`config.mk`:
```
export PLATFORM = sky130hd
export DESIGN_NAME = desc_mailbox
export DESIGN_NICKNAME = d
export VERILOG_FILES = /design/src/rtl/mbx_pkg.sv /design/src/rtl/mbx_ring.sv /design/src/rtl/mbx_fsm.sv /design/src/rtl/mbx_irq.sv /design/src/rtl/desc_mailbox.sv
export SDC_FILE = /design/constraint.sdc
export NUM_CORES = 1
export LEC_CHECK = 0
export CAP_MARGIN = 15
export CORE_MARGIN = 5
export CORE_UTILIZATION = 34
export CTS_BUF_LIST = sky130_fd_sc_hd__clkbuf_4
export DETAILED_ROUTE_END_ITERATION = 10
export DONT_BUFFER_PORTS = 1
export PLACE_DENSITY_LB_ADDON = 0.12
export SYNTH_ARGS = -nofsm -noshare
export SYNTH_HDL_FRONTEND = slang
export SYNTH_HIERARCHICAL = 1
export SYNTH_SLANG_ARGS = --single-unit
```
`constraint.sdc`:
```
create_clock -name clk -period 4.9 [get_ports clk]
set_input_delay 0.98 -clock clk [delete_from_list [all_inputs] [get_ports clk]]
set_output_delay 0.98 -clock clk [all_outputs]
set_load 0.005 [all_outputs]
```
`src/rtl/mbx_pkg.sv`:
```
package mbx_pkg;
    localparam int LEN_W  = 8;
    localparam int ALO_W  = 16;
    localparam int AHI_W  = 2;
    localparam int NDIR   = 2;
    localparam int DESC_W = 1 + AHI_W + LEN_W + ALO_W;

    typedef struct packed {
        logic             extra;
        logic [AHI_W-1:0] ahi;
        logic [LEN_W-1:0] len;
        logic [ALO_W-1:0] alo;
    } desc_t;

    typedef enum logic [1:0] {
        ST_IDLE    = 2'd0,
        ST_GRANTED = 2'd1,
        ST_COMMIT  = 2'd2,
        ST_DONE    = 2'd3
    } mbx_state_e;
endpackage

```
`src/rtl/mbx_ring.sv`:
```
module mbx_ring
    import mbx_pkg::*;
#(
    parameter int DEPTH = 16
) (
    input  logic  clk,
    input  logic  rst_n,
    input  logic  push_i,
    input  desc_t push_desc_i,
    input  logic  pop_i,
    output logic  head_valid_o,
    output desc_t head_o
);
    localparam int PW = $clog2(DEPTH);

    desc_t          slot_q [DEPTH];
    logic [PW-1:0]  put_q;
    logic [PW-1:0]  get_q;

    function automatic logic [PW-1:0] nxt(input logic [PW-1:0] p);
        return (p == PW'(DEPTH - 1)) ? '0 : p + 1'b1;
    endfunction

    always_ff @(posedge clk) begin
        if (!rst_n) begin
            put_q <= '0;
            get_q <= '0;
        end else begin
            if (push_i) put_q <= nxt(put_q);
            if (pop_i)  get_q <= nxt(get_q);
        end
    end

    always_ff @(posedge clk) begin
        if (push_i) slot_q[put_q] <= push_desc_i;
    end

    assign head_valid_o = (put_q != get_q);
    assign head_o       = slot_q[get_q];

    // An engine may only retire a descriptor that exists
    assert_pop_only_busy_R5: assert property (@(posedge clk) disable iff (!rst_n)
        pop_i |-> head_valid_o);

    // A commit that catches the put pointer up to get leaves the ring idle
    assert_wrap_lost_R6: assert property (@(posedge clk) disable iff (!rst_n)
        (push_i && !pop_i && nxt(put_q) == get_q) |=> !head_valid_o);

    // A commit into an idle ring makes it valid
    assert_push_fills_R5: assert property (@(posedge clk) disable iff (!rst_n)
        (push_i && !pop_i && !head_valid_o) |=> head_valid_o);
endmodule

```
`src/rtl/mbx_fsm.sv`:
```
module mbx_fsm
    import mbx_pkg::*;
(
    input  logic       clk,
    input  logic       rst_n,
    input  logic       req_i,
    input  logic       ack_i,
    input  logic       cmp_rx_i,
    input  logic       cmp_tx_i,
    output logic       grant_o,
    output logic       ready_o,
    output logic       push_o,
    output logic       post_o,
    output logic       post_dir_o,
    output logic       rx_ack_o,
    output logic       tx_ack_o
);
    mbx_state_e state_q, state_d;

    always_ff @(posedge clk) begin
        if (!rst_n) state_q <= ST_IDLE;
        else        state_q <= state_d;
    end

    always_comb begin
        state_d = state_q;
        unique case (state_q)
            ST_IDLE: begin
                if (req_i)                      state_d = ST_GRANTED;
                else if (cmp_rx_i || cmp_tx_i)  state_d = ST_DONE;
            end
            ST_GRANTED: if (!req_i) state_d = ST_COMMIT;
            ST_COMMIT:  state_d = ST_IDLE;
            ST_DONE:    if (ack_i)  state_d = ST_IDLE;
            default:    state_d = ST_IDLE;
        endcase
    end

    always_comb begin
        grant_o    = (state_q == ST_GRANTED);
        ready_o    = (state_q == ST_DONE);
        push_o     = (state_q == ST_COMMIT);
        post_o     = (state_q == ST_IDLE) && !req_i && (cmp_rx_i || cmp_tx_i);
        post_dir_o = !cmp_rx_i;
        rx_ack_o   = post_o && cmp_rx_i;
        tx_ack_o   = post_o && !cmp_rx_i;
    end

    assert_grant_release_R4: assert property (@(posedge clk) disable iff (!rst_n)
        (grant_o && !req_i) |=> (!grant_o && push_o));

    assert_no_post_while_owned_R8: assert property (@(posedge clk) disable iff (!rst_n)
        (rx_ack_o || tx_ack_o) |-> (!req_i && !grant_o));

    assert_ready_blocks_grant_R9: assert property (@(posedge clk) disable iff (!rst_n)
        ready_o |=> !grant_o);

    assert_one_ack_R7: assert property (@(posedge clk) disable iff (!rst_n)
        $onehot0({rx_ack_o, tx_ack_o}));
endmodule

```
`src/rtl/mbx_irq.sv`:
```
module mbx_irq
    import mbx_pkg::*;
(
    input  logic            clk,
    input  logic            rst_n,
    input  logic            post_i,
    input  logic            post_dir_i,
    input  logic            ack_i,
    input  logic [NDIR-1:0] en_i,
    output logic [NDIR-1:0] irq_o
);
    logic [NDIR-1:0] pend_q;

    for (genvar d = 0; d < NDIR; d++) begin : g_dir
        always_ff @(posedge clk) begin
            if (!rst_n)                                  pend_q[d] <= 1'b0;
            else if (ack_i)                              pend_q[d] <= 1'b0;
            else if (post_i && post_dir_i == d[0])       pend_q[d] <= 1'b1;
        end
        assign irq_o[d] = pend_q[d] & en_i[d];

        assert_irq_sticky_R10: assert property (@(posedge clk) disable iff (!rst_n)
            (irq_o[d] && !ack_i) |=> (irq_o[d] || !en_i[d]));
    end
endmodule

```
`src/rtl/desc_mailbox.sv`:
```
module desc_mailbox
    import mbx_pkg::*;
(
    input  logic                clk,
    input  logic                rst_n,
    input  logic                host_wr,
    input  logic [1:0]          host_addr,
    input  logic [15:0]         host_wdata,
    output logic [15:0]         host_rdata,
    output logic                rx_head_valid,
    output logic [DESC_W-1:0]   rx_head,
    input  logic                rx_done_req,
    output logic                rx_done_ack,
    output logic                tx_head_valid,
    output logic [DESC_W-1:0]   tx_head,
    input  logic                tx_done_req,
    output logic                tx_done_ack,
    output logic                rx_irq,
    output logic                tx_irq
);
    localparam logic [1:0] A_CTRL = 2'd0;
    localparam logic [1:0] A_SHRD = 2'd1;
    localparam logic [1:0] A_LEN  = 2'd2;
    localparam logic [1:0] A_ALO  = 2'd3;

    logic             en_tx_q, en_rx_q, req_q;
    logic             sh_dir_q, sh_extra_q;
    logic [AHI_W-1:0] sh_ahi_q;
    logic [LEN_W-1:0] sh_len_q;
    logic [ALO_W-1:0] sh_alo_q;

    logic grant, ready, push, post, post_dir, ack;
    logic [NDIR-1:0] head_v, ring_push, ring_pop, irq_v;
    desc_t           head_d [NDIR];
    desc_t           cur_desc, post_desc;

    assign ack = host_wr && (host_addr == A_SHRD) && host_wdata[4] && ready;

    mbx_fsm u_fsm (
        .clk        (clk),
        .rst_n      (rst_n),
        .req_i      (req_q),
        .ack_i      (ack),
        .cmp_rx_i   (rx_done_req && head_v[0]),
        .cmp_tx_i   (tx_done_req && head_v[1]),
        .grant_o    (grant),
        .ready_o    (ready),
        .push_o     (push),
        .post_o     (post),
        .post_dir_o (post_dir),
        .rx_ack_o   (rx_done_ack),
        .tx_ack_o   (tx_done_ack)
    );

    assign cur_desc = '{extra: sh_extra_q, ahi: sh_ahi_q, len: sh_len_q, alo: sh_alo_q};

    for (genvar d = 0; d < NDIR; d++) begin : g_ring
        assign ring_push[d] = push && (sh_dir_q == d[0]);
        assign ring_pop[d]  = post && (post_dir == d[0]);
        mbx_ring #(.DEPTH(16)) u_ring (
            .clk          (clk),
            .rst_n        (rst_n),
            .push_i       (ring_push[d]),
            .push_desc_i  (cur_desc),
            .pop_i        (ring_pop[d]),
            .head_valid_o (head_v[d]),
            .head_o       (head_d[d])
        );
    end

    assign post_desc = post_dir ? head_d[1] : head_d[0];

    always_ff @(posedge clk) begin
        if (!rst_n) begin
            en_tx_q <= 1'b0;
            en_rx_q <= 1'b0;
            req_q   <= 1'b0;
        end else if (host_wr && host_addr == A_CTRL) begin
            en_tx_q <= host_wdata[0];
            en_rx_q <= host_wdata[1];
            req_q   <= host_wdata[4];
        end
    end

    always_ff @(posedge clk) begin
        if (!rst_n || push || ack) begin
            sh_dir_q   <= 1'b0;
            sh_extra_q <= 1'b0;
            sh_ahi_q   <= '0;
            sh_len_q   <= '0;
            sh_alo_q   <= '0;
        end else if (post) begin
            sh_dir_q   <= post_dir;
            sh_extra_q <= post_desc.extra;
            sh_ahi_q   <= post_desc.ahi;
            sh_len_q   <= post_desc.len;
            sh_alo_q   <= post_desc.alo;
        end else if (host_wr && grant) begin
            unique case (host_addr)
                A_SHRD: begin
                    sh_dir_q   <= host_wdata[0];
                    sh_ahi_q   <= host_wdata[3:2];
                    sh_extra_q <= host_wdata[7];
                end
                A_LEN:   sh_len_q <= host_wdata[LEN_W-1:0];
                A_ALO:   sh_alo_q <= host_wdata[ALO_W-1:0];
                default: ;
            endcase
        end
    end

    always_comb begin
        unique case (host_addr)
            A_CTRL:  host_rdata = {11'b0, req_q, 2'b0, en_rx_q, en_tx_q};
            A_SHRD:  host_rdata = {8'b0, sh_extra_q, 2'b0, ready, sh_ahi_q, grant, sh_dir_q};
            A_LEN:   host_rdata = {{(16-LEN_W){1'b0}}, sh_len_q};
            default: host_rdata = sh_alo_q;
        endcase
    end

    mbx_irq u_irq (
        .clk        (clk),
        .rst_n      (rst_n),
        .post_i     (post),
        .post_dir_i (post_dir),
        .ack_i      (ack),
        .en_i       ({en_tx_q, en_rx_q}),
        .irq_o      (irq_v)
    );

    assign rx_irq        = irq_v[0];
    assign tx_irq        = irq_v[1];
    assign rx_head_valid = head_v[0];
    assign tx_head_valid = head_v[1];
    assign rx_head       = head_d[0];
    assign tx_head       = head_d[1];

    assert_fields_locked_R3: assert property (@(posedge clk) disable iff (!rst_n)
        (!grant && !post && !push && !ack) |=> ($stable(sh_len_q) && $stable(sh_alo_q)));

    assert_ready_fields_R7: assert property (@(posedge clk) disable iff (!rst_n)
        post |=> ready);
endmodule

```
==> results of run 1 <==
==> routing by layer <==
| layer | global-route usage | share of wire | vias to the layer above |
|---|---|---|---|
| li1 | - | - | 7811 |
| met4 | 0.0578 | 0.023 | 0 |
| met3 | 0.0637 | 0.088 | 156 |
| met5 | 0 | 0 | - |
| met2 | 0.263 | 0.46 | 680 |
| met1 | 0.236 | 0.43 | 9807 |
==> where the power goes <==
| part | leakage [uW] | total [uW] | switching, uW | internal (uW) |
|---|---|---|---|---|
| clock network | 0.00188 | 6800 | 3070 | 3730 |
| registers | 0.00848 | 9040 | 160 | 8880 |
| logic | 0.00278 | 1320 | 801 | 521 |
==> critical path: stages (launching register included) <==
cell and delay (ps):
dfxtp_4 760, buf_4 440, mux4_2 540, a22oi_1 230, nand2_1 250
==> through the flow <==
step           area (um2)  utilization  total power [uW]  hold slack [ps]
3_3_place_gp        37800        0.359             10400              449
5_1_grt             41500        0.394             18000             69.6
3_5_place_dp        37800        0.359             10500              451
4_1_cts             41200        0.392             17400             12.9
6_report            41500        0.394             17200              160
2_1_floorplan       36000            -             10000              428
==> synthesized netlist by cell type (24+ instances only) <==
cell and number:
nand3_1 24, clkbuf_1 35, a22oi_1 72, a22oi_2 40, mux2_2 24, edfxtp_1 864
mux4_2 219, a21oi_1 33, dfxtp_1 59, buf_2 31, and2_1 47, nand2_1 80
==> registers in the layout, indices dropped and copies added (netlist names), 2 cells and up, named ones only <==
| register | cells |
|---|---|
| sh_len_q | 8 |
| u_fsm/state_q | 2 |
| sh_alo_q | 16 |
| g_ring.u_ring/put_q | 8 |
| u_irq/pend_q | 2 |
| sh_ahi_q | 2 |
| g_ring.u_ring/slot_q | 864 |
| g_ring.u_ring/get_q | 8 |
==> final timing paths <==
path / startpoint / endpoint / depth (start not counted)
setup / recovery: flop / tx_head[18] / 4
hold / removal: host_addr[0] / req_q / 2
setup reg to reg: g_ring[1].u_ring/put_q[2] / flop / 10
hold reg to reg: u_irq/pend_q[0] / u_irq/pend_q[0] / 2
==> area by class of cell <==
class | count | area, um2
diodes | 12 | 30.0
fillers | 9523 | 63800
repair buffers | 93 | 951
inverters | 8 | 30.0
clock buffers | 373 | 2800
clock inverters | 50 | 358
flip-flops and latches | 923 | 27100
well taps | 1391 | 1740
multi-input cells | 687 | 8430
==> kinds of logic after synthesis <==
family,share of synthesized area
AO/OA/AOI/OAI,0.0451
XOR/XNOR,0.00292
adder cells (fa/ha/maj),0.00347
buffers and inverters,0.0159
flip-flops,0.753
multiplexers,0.148
AND/OR/NAND/NOR,0.0316
==> results.toml, run 1 <==
[placement]
hpwl_um = 55400
gp_congestion = 0.817
pre_cts_ws_ps = 1280
dp_cells = 3064
numPortBuffers = 0

[floorplan]
die_area_um2 = 113000
coreArea_um2 = 105000
rows = 119
die_h_um = 336
start_util = 0.342
io_pins = 99
die_w_um = 336

[drt]
via_per_inst = 5.22
firstDrtPassIters = 5
drc = 0
wire_per_inst_um = 27.9
dr_total_vias = 18454
wl_um = 98500
drt_iter0_markers = 1730
ant_nets = 0

[yosys]
synth_edf_count = 864
synth_cell_types = 49
ys_ff_latch = 923
syn-cell-area_um2 = 36000
synth.area.top_cells = "edfxtp_1 (72%), mux4_2 (14%), dfxtp_1 (3.3%)"
synth_cells = 1714
synth_top_cell_area_share = 0.720
synthArstFlopShare = 0
synth_area_leader_cell = "edfxtp_1"
yosysSeqAreaShare = 0.753
syn_avg_cell_area_um2 = 21.0
yosys_warnings = 6
synthFlopType = "edfxtp_1"
syn-num-nets = 1747

[final_layout]
area_delta_synth_final_pct = 15.1
fin_nets = 1983
drive_gt1_frac = 0.372
final_cell_mix = "edfxtp_1 (864), clkbuf_4 (373), mux4_2 (219)"
final_common_cell = "edfxtp_1"
stdcell_count = 3537

[timing]
worstMarginPinSlew_ps = 1210
hold_viol_final = 0
finalCriticalPeriod_ps = 4330
setup_viol = 0
maxSlewHeadroom = 0.194
final.setup.worst_slack_ps = 570
period_share = 0.884
rsz0062_at_grt = "false"
fmax_ghz = 0.231
fin_tns_setup_ps = 0
skew_ps = 44.9
final_max_slew_viol_count = 0

[worst_setup_path]
criticalPathCategory = "flop to output pin"
required_ps = 3920
end_kind = "output pin"
r2r_slack_ps = 1230
arrival_ps = 3350
critPathLaunchType = "flop"
worst-path-max-fanout = 31

[outcome]
status = "finished clean"

[clock_tree]
cts_sinks = 923
cts_tree = "built"
clk_latency_ps = 1080
numCtsBuffers = 237
cts_resized = 0
postCtsHoldBufs = 24
post_cts.repair.setup_buffers = 0
htree_levels = 4
clk_pin_slew_ps = 70
cts-root-buf = "clkbuf_4"
cts_max_path_buffers = 3

[global_routing]
first_global_vias = 19862
grt_max_degree = 58
antenna_found_initial = 9
grt_pass1_wl_um = 140000
grt.total_usage = 0.174
grt_overflow = 0

[power]
ir_drop_uv = 166
p_leak_uw = 0.0131
cellPowerDensity_nw_per_um2 = 414

[flow_run]
drv_cap = 0

[min_path]
hold_class = "primary input to flop"
(Power assumes the default switching activity.)
==> run 2, diff against run 1 <==
--- a/config.mk
+++ b/config.mk
@@ -11,7 +11,8 @@
 export CTS_BUF_LIST = sky130_fd_sc_hd__clkbuf_4
 export DETAILED_ROUTE_END_ITERATION = 10
 export DONT_BUFFER_PORTS = 1
-export PLACE_DENSITY_LB_ADDON = 0.12
+export PLACE_DENSITY = 0.45
+export SLEW_MARGIN = 20
 export SYNTH_ARGS = -nofsm -noshare
 export SYNTH_HDL_FRONTEND = slang
 export SYNTH_HIERARCHICAL = 1
==> run 2 against run 1 <==
  * Wire length rose by 0.33%
  * Sequential power barely moved
  * Worst setup slack improved by 21 ps
  * Highest routed layer is now met5
==> results.toml, run 2 (synthesized netlist as in run 1, its figures left out) <==
[outcome]
status = "finished clean"

[global_routing]
grt.total_usage = 0.176
grt_pass1_wl_um = 141000
antenna_found_initial = 11
grt_overflow = 0
first_global_vias = 19598
grt_max_degree = 46

[final_layout]
ff_latch_area_um2 = 27200
multi_input_area_um2 = 8440
area_delta_synth_final_pct = 14.1
nFillCells = 9568
top_register = "g_ring.u_ring/slot_q"
largest_reg_flops = 864
drive_gt1_frac = 0.358
final_cell_mix = "edfxtp_1 (864), clkbuf_4 (335), mux4_2 (219)"
reg_top3 = "g_ring.u_ring/slot_q: 864 flops, sh_alo_q: 16 flops"
fin_area_um2 = 41100
fin_nets = 1962
final_common_cell = "edfxtp_1"

[worst_setup_path]
cpPeakStageDelay_ps = 880
worst-path-max-fanout = 34
r2r_slack_ps = 1580
arrival_ps = 3330
reg2reg_depth = 4
crit_family = "flip-flops"
crit_chain = "buf_12 > mux4_2 > a22oi_1 > nand2_1"
worstPathBufferInverterCount = 1
criticalPathCategory = "flop to output pin"
r2r-end = "g_ring[0].u_ring/slot_q[2][12]"
r2r-start = "u_fsm/state_q[1]"
slowest_stage = "dfxtp_4"
critPathLaunchType = "flop"
required_ps = 3920
end_kind = "output pin"

[timing]
finalCriticalPeriod_ps = 4310
setup_viol = 0
worstMarginPinSlew_ps = 1130
period_share = 0.880
maxSlewHeadroom = 0.246
hold_viol_final = 0
fmax_ghz = 0.232
fin_tns_setup_ps = 0
final_max_slew_viol_count = 0
skew_ps = 63.3
rsz0062_at_grt = "false"
whs_ps = 170

[placement]
gp_congestion = 0.785
numPortBuffers = 0
place_area_um2 = 37800
hpwl_um = 56000

[floorplan]
die_w_um = 336
die_h_um = 336
io_pins = 99
start_util = 0.342
coreArea_um2 = 105000
rows = 119
die_area_um2 = 113000

[power]
power_uw = 16800
p_leak_uw = 0.0129
ir_drop_uv = 180
cellPowerDensity_nw_per_um2 = 409

[clock_tree]
cts_resized = 0
cts_tree = "built"
clk_latency_ps = 1060
clk_pin_slew_ps = 60
numCtsBuffers = 235
cts-root-buf = "clkbuf_4"
cts_sinks = 923
htree_levels = 4
cts_max_path_buffers = 3

[drt]
via_per_inst = 5.26
dr_total_vias = 18485
wl_um = 98900
firstDrtPassIters = 5
ant_nets = 0
drt_iter0_markers = 1466
drc = 0
wire_per_inst_um = 28.1

[min_path]
holdPathEnd = "en_tx_q"
hold_class = "primary input to flop"
hp-start = "host_addr[0]"
hold_depth = 2

[flow_run]
drv_cap = 0
==> run 2: cell types whose count changed in the layout (fill, tap and decap cells not counted), sizes merged <==
| cell | change |
|---|---|
| bufinv | -1 |
| clkinv | +41 |
| buf | -16 |
| dlygate4sd3 | -3 |
| diode | -3 |
| clkbuf | -38 |
==> run 2: routing by layer <==
metal / part of all wire / vias to the layer above / track usage
met5: 0.00051 / - / 0
met4: 0.018 / 8 / 0.0523
met3: 0.10 / 135 / 0.0716
met2: 0.45 / 709 / 0.256
met1: 0.43 / 9853 / 0.244
li1: - / 7780 / -
==> run 2: repair_timing <==
item	4_1_cts	5_1_grt
setup endpoints to repair	0	0
hold endpoints to repair	54	0
hold buffers	21	0
buffers inserted	0	0
==> run 2: metrics by stage <==
step	util	cells	setup WS, ps
global placement	0.359	3062	1290
finish	0.390	3517	590
detailed placement	0.359	3062	1300
global route	0.390	3513	191
CTS	0.390	3508	330
floorplan	-	1714	2050
==> run 2: worst max path at each step <==
stage | from | to | cells past startpoint
after global routing | flop | tx_head[16] | 4
after floorplan | rx_done_req | flop | 9
final | flop | rx_head[11] | 4
after CTS | flop | tx_head[16] | 4
after detailed placement | g_ring[1].u_ring/put_q[2] | sh_alo_q[4] | 9
after global placement | g_ring[1].u_ring/put_q[2] | sh_alo_q[4] | 9
==> run 2: cell type report <==
cell class              instances  share of cell area
inverters                       8            0.000731
well taps                    1391              0.0423
flip-flops and latches        923               0.661
diodes                          9            0.000548
clock buffers                 335              0.0612
clock inverters                90              0.0121
repair buffers                 74              0.0172
multi-input cells             687               0.205
==> run 2: report_power, final <==
part / internal (uW) / leakage (uW) / switching [uW]
Clock: 3400 / 0.00178 / 3080
Combinational: 489 / 0.00266 / 755
Sequential: 8880 / 0.00848 / 193
Total: 12800 / 0.0129 / 4030
